==> src/rtl/hs_pkg.sv <==
package hs_pkg;
  typedef enum logic [1:0] {
    ST_IDLE = 2'd0,
    ST_POR  = 2'd1,
    ST_RUN  = 2'd2
  } hs_state_t;
endpackage

==> src/rtl/hs_sync.sv <==
module hs_sync #(
  parameter int unsigned W = 1,
  parameter logic [W-1:0] RST_VAL = '0
) (
  input  logic         clk,
  input  logic         rst_n,
  input  logic [W-1:0] d,
  output logic [W-1:0] q
);
  logic [W-1:0] meta_q;

  always_ff @(posedge clk or negedge rst_n) begin
    if (!rst_n) begin
      meta_q <= RST_VAL;
      q      <= RST_VAL;
    end else begin
      meta_q <= d;
      q      <= meta_q;
    end
  end
endmodule

==> src/rtl/hs_rst_filter.sv <==
module hs_rst_filter #(
  parameter int unsigned MIN_CYC = 3
) (
  input  logic clk,
  input  logic rst_n,
  input  logic rst_in_n,
  output logic req
);
  localparam int unsigned CW = $clog2(MIN_CYC + 1);

  logic [CW-1:0] cnt_q, cnt_d;
  logic          cnt_sat;

  assign cnt_sat = (cnt_q == CW'(MIN_CYC));
  assign req     = !rst_in_n && (cnt_q == CW'(MIN_CYC - 1));

  always_comb begin
    cnt_d = cnt_q;
    if (rst_in_n)      cnt_d = '0;
    else if (!cnt_sat) cnt_d = cnt_q + 1'b1;
  end

  always_ff @(posedge clk or negedge rst_n) begin
    if (!rst_n) cnt_q <= '0;
    else        cnt_q <= cnt_d;
  end

  // One request per low period
  assert_req_single_R6: assert property (@(posedge clk) disable iff (!rst_n)
    req |=> !req);
endmodule

==> src/rtl/hs_seq_fsm.sv <==
module hs_seq_fsm
  import hs_pkg::*;
#(
  parameter int unsigned PURST_CYC = 16
) (
  input  logic clk,
  input  logic rst_n,
  input  logic inserted,
  input  logic pwr_en,
  input  logic host_ok,
  input  logic card_ok,
  input  logic rst_req,
  output logic gate_on,
  output logic rst_on
);
  localparam int unsigned CW = (PURST_CYC > 1) ? $clog2(PURST_CYC) : 1;

  hs_state_t     state_q, state_d;
  logic [CW-1:0] cnt_q, cnt_d;
  logic          allow, cnt_done;

  assign allow    = inserted && pwr_en && host_ok;
  assign cnt_done = (cnt_q == CW'(PURST_CYC - 1));

  always_comb begin
    state_d = state_q;
    if (!allow) begin
      state_d = ST_IDLE;
    end else begin
      unique case (state_q)
        ST_IDLE: state_d = ST_POR;
        ST_POR:  if (card_ok && !rst_req && cnt_done) state_d = ST_RUN;
        ST_RUN:  if (!card_ok || rst_req) state_d = ST_POR;
        default: state_d = ST_IDLE;
      endcase
    end
  end

  always_comb begin
    cnt_d = cnt_q;
    if (state_q != ST_POR || !card_ok || rst_req) cnt_d = '0;
    else                                          cnt_d = cnt_q + 1'b1;
  end

  always_ff @(posedge clk or negedge rst_n) begin
    if (!rst_n) begin
      state_q <= ST_IDLE;
      cnt_q   <= '0;
    end else begin
      state_q <= state_d;
      cnt_q   <= cnt_d;
    end
  end

  assign gate_on = (state_q != ST_IDLE);
  assign rst_on  = (state_q != ST_RUN);

  assert_remove_idle_R2: assert property (@(posedge clk) disable iff (!rst_n)
    !inserted |=> (state_q == ST_IDLE));
  assert_pwr_off_idle_R3: assert property (@(posedge clk) disable iff (!rst_n)
    !pwr_en |=> (state_q == ST_IDLE));
  assert_host_fail_idle_R9: assert property (@(posedge clk) disable iff (!rst_n)
    !host_ok |=> (state_q == ST_IDLE));
  assert_release_via_por_R4: assert property (@(posedge clk) disable iff (!rst_n)
    $rose(state_q == ST_RUN) |-> ($past(state_q) == ST_POR));
  assert_hrst_keeps_gate_R6: assert property (@(posedge clk) disable iff (!rst_n)
    (state_q == ST_RUN && rst_req && allow) |=> (state_q == ST_POR));
  assert_card_drop_por_R8: assert property (@(posedge clk) disable iff (!rst_n)
    (state_q == ST_RUN && !card_ok && allow) |=> (state_q == ST_POR));
endmodule

==> src/rtl/hotswap_seq.sv <==
module hotswap_seq #(
  parameter int unsigned PURST_CYC   = 16,
  parameter int unsigned RST_MIN_CYC = 3
) (
  input  logic clk,
  input  logic rst_n,
  input  logic seat_a_n,
  input  logic seat_b_n,
  input  logic host_pwr_en,
  input  logic host_rst_n,
  input  logic sel_3v3_only,
  input  logic host_3v3_ok,
  input  logic host_5v_ok,
  input  logic card_3v3_ok,
  input  logic card_5v_ok,
  output logic gate_en,
  output logic drv_on_n,
  output logic card_pwr_ok,
  output logic sig_valid_n,
  output logic card_rst_n,
  output logic card_rst
);
  localparam int unsigned NIN = 9;
  localparam logic [NIN-1:0] SYNC_RST = 9'b111_000000;

  logic [NIN-1:0] raw, syn;
  logic s_seat_a_n, s_seat_b_n, s_hrst_n, s_pwr_en, s_sel;
  logic s_h3, s_h5, s_c3, s_c5;
  logic inserted, host_ok, card_ok, rst_req, gate_on, rst_on;

  assign raw = {seat_a_n, seat_b_n, host_rst_n, host_pwr_en, sel_3v3_only,
                host_3v3_ok, host_5v_ok, card_3v3_ok, card_5v_ok};

  hs_sync #(.W(NIN), .RST_VAL(SYNC_RST)) u_sync (
    .clk(clk), .rst_n(rst_n), .d(raw), .q(syn)
  );

  assign {s_seat_a_n, s_seat_b_n, s_hrst_n, s_pwr_en, s_sel,
          s_h3, s_h5, s_c3, s_c5} = syn;

  assign inserted = !s_seat_a_n && !s_seat_b_n;
  assign host_ok  = s_h3 && (s_sel || s_h5);
  assign card_ok  = s_c3 && (s_sel || s_c5);

  hs_rst_filter #(.MIN_CYC(RST_MIN_CYC)) u_filt (
    .clk(clk), .rst_n(rst_n), .rst_in_n(s_hrst_n), .req(rst_req)
  );

  hs_seq_fsm #(.PURST_CYC(PURST_CYC)) u_fsm (
    .clk(clk), .rst_n(rst_n), .inserted(inserted), .pwr_en(s_pwr_en),
    .host_ok(host_ok), .card_ok(card_ok), .rst_req(rst_req),
    .gate_on(gate_on), .rst_on(rst_on)
  );

  assign gate_en     = gate_on;
  assign drv_on_n    = !gate_on;
  assign card_pwr_ok = gate_on && card_ok;
  assign card_rst    = rst_on;
  assign card_rst_n  = !rst_on;
  assign sig_valid_n = !(card_pwr_ok && !rst_on);

  assert_sig_valid_R10: assert property (@(posedge clk) disable iff (!rst_n)
    !sig_valid_n |-> (card_rst_n && card_pwr_ok && gate_en));
endmodule

==> config.mk <==
export PLATFORM = sky130hd
export DESIGN_NAME = hotswap_seq
export DESIGN_NICKNAME = d
export VERILOG_FILES = /design/src/rtl/hs_pkg.sv /design/src/rtl/hs_sync.sv /design/src/rtl/hs_rst_filter.sv /design/src/rtl/hs_seq_fsm.sv /design/src/rtl/hotswap_seq.sv
export SDC_FILE = /design/constraint.sdc
export NUM_CORES = 1
export LEC_CHECK = 0
export BUFFER_PORTS_ARGS = -buffer_cell sky130_fd_sc_hd__buf_2
export CORE_MARGIN = 2
export CORE_UTILIZATION = 35
export DETAILED_ROUTE_END_ITERATION = 6
export MAX_ROUTING_LAYER = met4
export SLEW_MARGIN = 5
export SYNTH_ARGS = -nofsm -noshare
export SYNTH_HDL_FRONTEND = slang
export SYNTH_SLANG_ARGS = --single-unit
==> constraint.sdc <==
create_clock -name clk -period 1.6 [get_ports clk]
set_clock_uncertainty 0.05 [all_clocks]
set_input_delay 0.32 -clock clk [delete_from_list [all_inputs] [get_ports clk]]
set_output_delay 0.32 -clock clk [all_outputs]
set_load 0.1 [all_outputs]
After elaboration in Yosys (flattened, before gate mapping) --
Index checks and enable logic that the tools add are counted.
Word-level totals: logic and storage cells 50, memories kept 0, ROM bits 0, input port bits 11, flip-flop bits (word level) 26, bits in writable memories 0, output and inout bits 6, latch bits 0
Cells by class: bitwise logic cells 0, eq/ne operators 10, magnitude comparators 0, muxes and demuxes 7, multiply operators 0, div/mod/pow operators 0, shift operators 0, $add $sub $neg 2, reductions and logical operators 26
Operator list (number):
- logical AND 1 bit | 10
- 2-to-1 mux 2 bit | 5
- logical NOT 1 bit | 8
- == test 2 bit (second input constant) | 3
- inequality test 3 bit (second input constant) | 2
- case mux 2 bit (3 select lines) | 1
- logical OR 1 bit | 5
- adder 4 x 1 -> 4 bit (second input constant) | 1
- == test 4 bit (second input constant) | 1
- 2-to-1 mux 4 bit | 1
- inequality test 2 bit (second input constant) | 2
- adder 2 x 1 -> 2 bit (second input constant) | 1
- == test 2 x 1 -> 1 bit (second input constant) | 1
- logical NOT 2 bit | 1
- inequality test 2 x 1 -> 1 bit (second input constant) | 1
- AND reduction 2 bit | 1
- nonzero test 2 bit | 1

Logic depth before layout (Yosys ltp) --
depth after elaboration 8, gate-level depth with buffers 5, gate-level depth less buffers 5

Hierarchy --
A second synthesis with hierarchy kept.
Unflattened totals: cell total of the unflattened synthesis 62, area total of the unflattened synthesis 898.4 µm²
By module, submodules not included:
- hs_sync | cells each 18, area an instance 457.9 µm², sequential area each 457.9 µm², instances 1
- hs_seq_fsm | cells each 26, area an instance 284.0 µm², sequential area each 150.1 µm², instances 1
- hs_rst_filter | cells each 11, area an instance 116.4 µm², sequential area each 50.0 µm², instances 1
- hotswap_seq | cells each 7, area an instance 40.0 µm², sequential area each 0.0 µm², instances 1

Worst setup path after synthesis --
No wires, ideal clock.
path type register to output, start point register u_fsm.state_q[1], end point output port card_pwr_ok, arrival time 2.664 ns, cell stages (with the launch flop) 3, data required time 1.230 ns, path buffers 0, slack -1.434 ns, path through dfrtp_1 -> nor2_1 -> nor2_1
On the way: longest elaborated chain between the ends 2
RTL lines:
- from (decl) | RTL line hs_seq_fsm.sv:18 | hs_state_t state_q, state_d;
- from (signal assigned) | RTL line hs_seq_fsm.sv:50 | state_q <= state_d;
- nonzero test 2 bit | RTL line hs_seq_fsm.sv:55 | assign gate_on = (state_q != ST_IDLE);
- logical AND 1 bit | RTL line hotswap_seq.sv:57 | assign card_pwr_ok = gate_on && card_ok;
- to (decl) | RTL line hotswap_seq.sv:18 | output logic card_pwr_ok,
Every way passes these cells.

Final worst setup path --
start point register u_fsm.state_q[0], end point output port card_rst
On the way: longest elaborated chain between the ends 1
RTL lines:
- inequality test 2 bit | RTL line hs_seq_fsm.sv:56 | assign rst_on = (state_q != ST_RUN);
- to (decl) | RTL line hotswap_seq.sv:21 | output logic card_rst
Every way passes these cells.

==> summary.md <==
| Metric | Value |
|---|---|
| Cell accounting for the most synthesized area | `dfrtp_1` |
| Combinational fraction of design power | `7.8%` |
| Net switching power | `0.0002570 W` |
| DIE WIDTH | `54.20 µm` |
| Clock Path Buffers | `2` |
| Ys Warns | `0` |
| Final Cycle Share | `103.6%` |
| Synth top area share | `56.74%` |
| Crit. End Element | `primary output` |
| CTS tree | `done` |
| Sw Ratio | `20.55%` |
| Die Ht | `54.20 µm` |
| Worst EP arrival | `1.29 ns` |
| First-pass GRT wire length | `1876 µm` |
| Pre-CTS setup slack | `0.1935 ns` |
| Worst slew pin tran | `0.5462 ns` |
| Worst vdd ir | `0.5851 mV` |
| P&R area growth vs syn | `37.30%` |
| Seq cells post-synth | `26` |
| Number of top-level pins | `17` |
| Clk sinks | `26` |
| Worst Setup Start Kind | `flop` |
| H-tree depth | `1` |
| Total power | `0.001251 W` |
| Initial antenna violation count | `0` |
| Maximum Capacitance Violations | `0` |
| Root Driver | `clkbuf_4` |
| Total vias in the final route | `503` |
| Routed vias/inst | `4.299` |
| Static leakage | `0.5508 nW` |
| Failing checks | `setup timing` |
| Largest net degree at the start of global routing | `27` |
| Initial core utilization | `36.27%` |
| Crit Path Class | `flop to primary output` |
| Antenna Cells | `0` |
| RSZ-0062 raised after global routing | `true` |
| Fillcell total | `230` |
| Fmax | `603.5 MHz` |
| Status | `finished with violations` |
| Syn Inst Count | `62` |
| Grt total ovfl | `0` |
| Main area contributors after synthesis | `dfrtp_1, dfstp_2, ha_1` |
| Crit path time final | `1.657 ns` |
| Critical Path Fanout Max | `3` |
| Synth Cell Area | `882.1 µm²` |
| Syn Nets | `76` |
| Core ar. | `0.002432 mm²` |
| Final hold viol count | `0` |
| Seq/Total Area, Yosys | `74.61%` |
| # DRC | `0` |
| DRT iter0 DRCs | `4` |
| Port Buffer Count | `16` |
| Routed WL | `1170 µm` |
| Clock Latency Late Sink | `0.31 ns` |
| R2R Setup Slk | `0.18 ns` |
| Clock Pin Slew Worst Setup and Hold Paths | `0.13 ns` |
| Share of cells above drive strength 1 | `43.68%` |
| Vias in the first global route | `480` |
| Synthesized area per cell | `14.23 µm²` |
| Placer Congestion | `0.6171` |
| Internal power | `0.0009936 W` |
| Gr usage total | `9.734%` |
| Dpl hpwl | `856.9 µm` |
| Worst EP required | `1.23 ns` |
| Slew headroom | `63.59%` |
| PwrDens | `1033 mW/mm²` |
| Detail Route Antenna Nets | `0` |
| Drt pass-1 iters | `4` |
| Final setup viols | `3` |
| DIE AREA | `0.002938 mm²` |
| Nets | `102` |
| DR WL/cell | `10.00 µm` |
| Slew Limit Fails | `0` |
| Post-synthesis cell type count | `20` |
| Final setup margin | `-0.05702 ns` |
| Sequential share of power | `57.3%` |
| Hold crit path type | `primary input to flop` |
| Total CTS buffers | `3` |
| Site Rows | `18` |
| Clock Power Share | `34.9%` |
==> layer usage <==
metal / vias to the layer above / wire length, µm / GRT usage (%)
met5: - / 0 / -
met4: 0 / 17 / 7.500
met3: 2 / 52 / 2.500
met2: 13 / 589 / 15.66
met1: 240 / 510 / 10.07
li1: 248 / - / -
==> placed cells by master, fill, tap and decap left out, drive strengths merged, types with 2 or more instances in the layout <==
cell    synthesis  final
xor2            2      2
buf             0     20
dfrtp          20     20
ha              3      3
dfstp           6      6
nand3           2      2
clkbuf          0      3
nor2           10     10
nand2b          2      2
inv             5      4
o21ai           3      3
==> per-stage QoR <==
step / cells / cell area (µm²) / setup TNS (ns) / util (%) / hold slack, ns
2_1_floorplan: 62 / 903.4 / -1.308 / - / -0.02559
3_3_place_gp: 108 / 1111 / 0 / 45.68 / 0.2758
3_5_place_dp: 108 / 1111 / 0 / 45.68 / 0.2856
4_1_cts: 116 / 1204 / -0.1519 / 49.49 / 0.02884
5_1_grt: 117 / 1211 / -0.4254 / 49.79 / 0.01162
6_report: 117 / 1211 / -0.1040 / 49.79 / 0.03787
==> cell type report <==
class	count	area, µm²	share of cell area (%)
Inverter	5	22.52	1.860
Clock inverter	1	30.03	2.479
Multi-Input combinational cell	31	230.2	19.01
Tap cell	30	37.54	3.099
Sequential cell	26	658.1	54.34
Timing Repair Buffer	21	210.2	17.36
Clock buffer	3	22.52	1.860
==> critical path, stage by stage (launching register included) <==
cell,delay [ns]
dfrtp_1,0.40
and2b_4,0.29
clkinvlp_4,0.11
buf_12,0.17
==> cells by family after synthesis <==
| family | Yosys count | synth area share, % |
|---|---|---|
| flops | 26 | 74.61 |
| compound gates | 6 | 4.538 |
| xor+xnor | 3 | 2.979 |
| buf+inv | 5 | 2.128 |
| simple gates | 19 | 11.49 |
| fa+ha+maj | 3 | 4.256 |
==> cell usage after synthesis, drive strengths merged <==
library cell  number
ha                 3
nor2b              1
nor2              10
xor2               2
a211oi             1
xnor2              1
nor4               1
nor4b              1
or3                1
o21ai              3
nand2b             2
dfstp              6
inv                5
o2111ai            1
dfrtp             20
nand3              2
a21oi              1
and2b              1
==> timing repair <==
action	4_1_cts	5_1_grt
gates resized for setup	2	0
hold endpoints to repair	20	0
buffers inserted	3	1
hold buffers	1	0
endpoints found under the setup margin	4	6
pin swaps	1	0
==> registers in the layout, indices dropped and copies added (netlist names) <==
name           cells
u_fsm.state_q      2
u_sync.meta_q      9
u_filt.cnt_q       2
u_fsm.cnt_q        4
u_sync.q           9
==> path summary, 6_finish.rpt <==
| check | end | cells after the start | start |
|---|---|---|---|
| min in group asynchronous | u_sync.q[1] | 2 | rst_n |
| worst max-delay path | card_rst | 3 | u_fsm.state_q[0] |
| max in group asynchronous | u_sync.meta_q[8] | 2 | rst_n |
| worst max register to register | u_fsm.cnt_q[2] | 5 | u_filt.cnt_q[0] |
| worst min-delay path | u_sync.meta_q[7] | 1 | seat_b_n |
| worst min register to register | u_sync.q[0] | 0 | u_sync.meta_q[0] |
==> power groups by stage <==
stage / combinational (W) / clock, W / sequential [W]
2_1_floorplan: 0.0000536 / 0 / 0.000724
3_3_place_gp: 0.0000877 / 0 / 0.000726
3_5_place_dp: 0.0000913 / 0 / 0.000729
4_1_cts: 0.000100 / 0.000450 / 0.000717
5_1_grt: 0.000114 / 0.000472 / 0.000722
6_report: 0.0000973 / 0.000437 / 0.000716
Note: power is estimated with default switching activity, not from simulation.
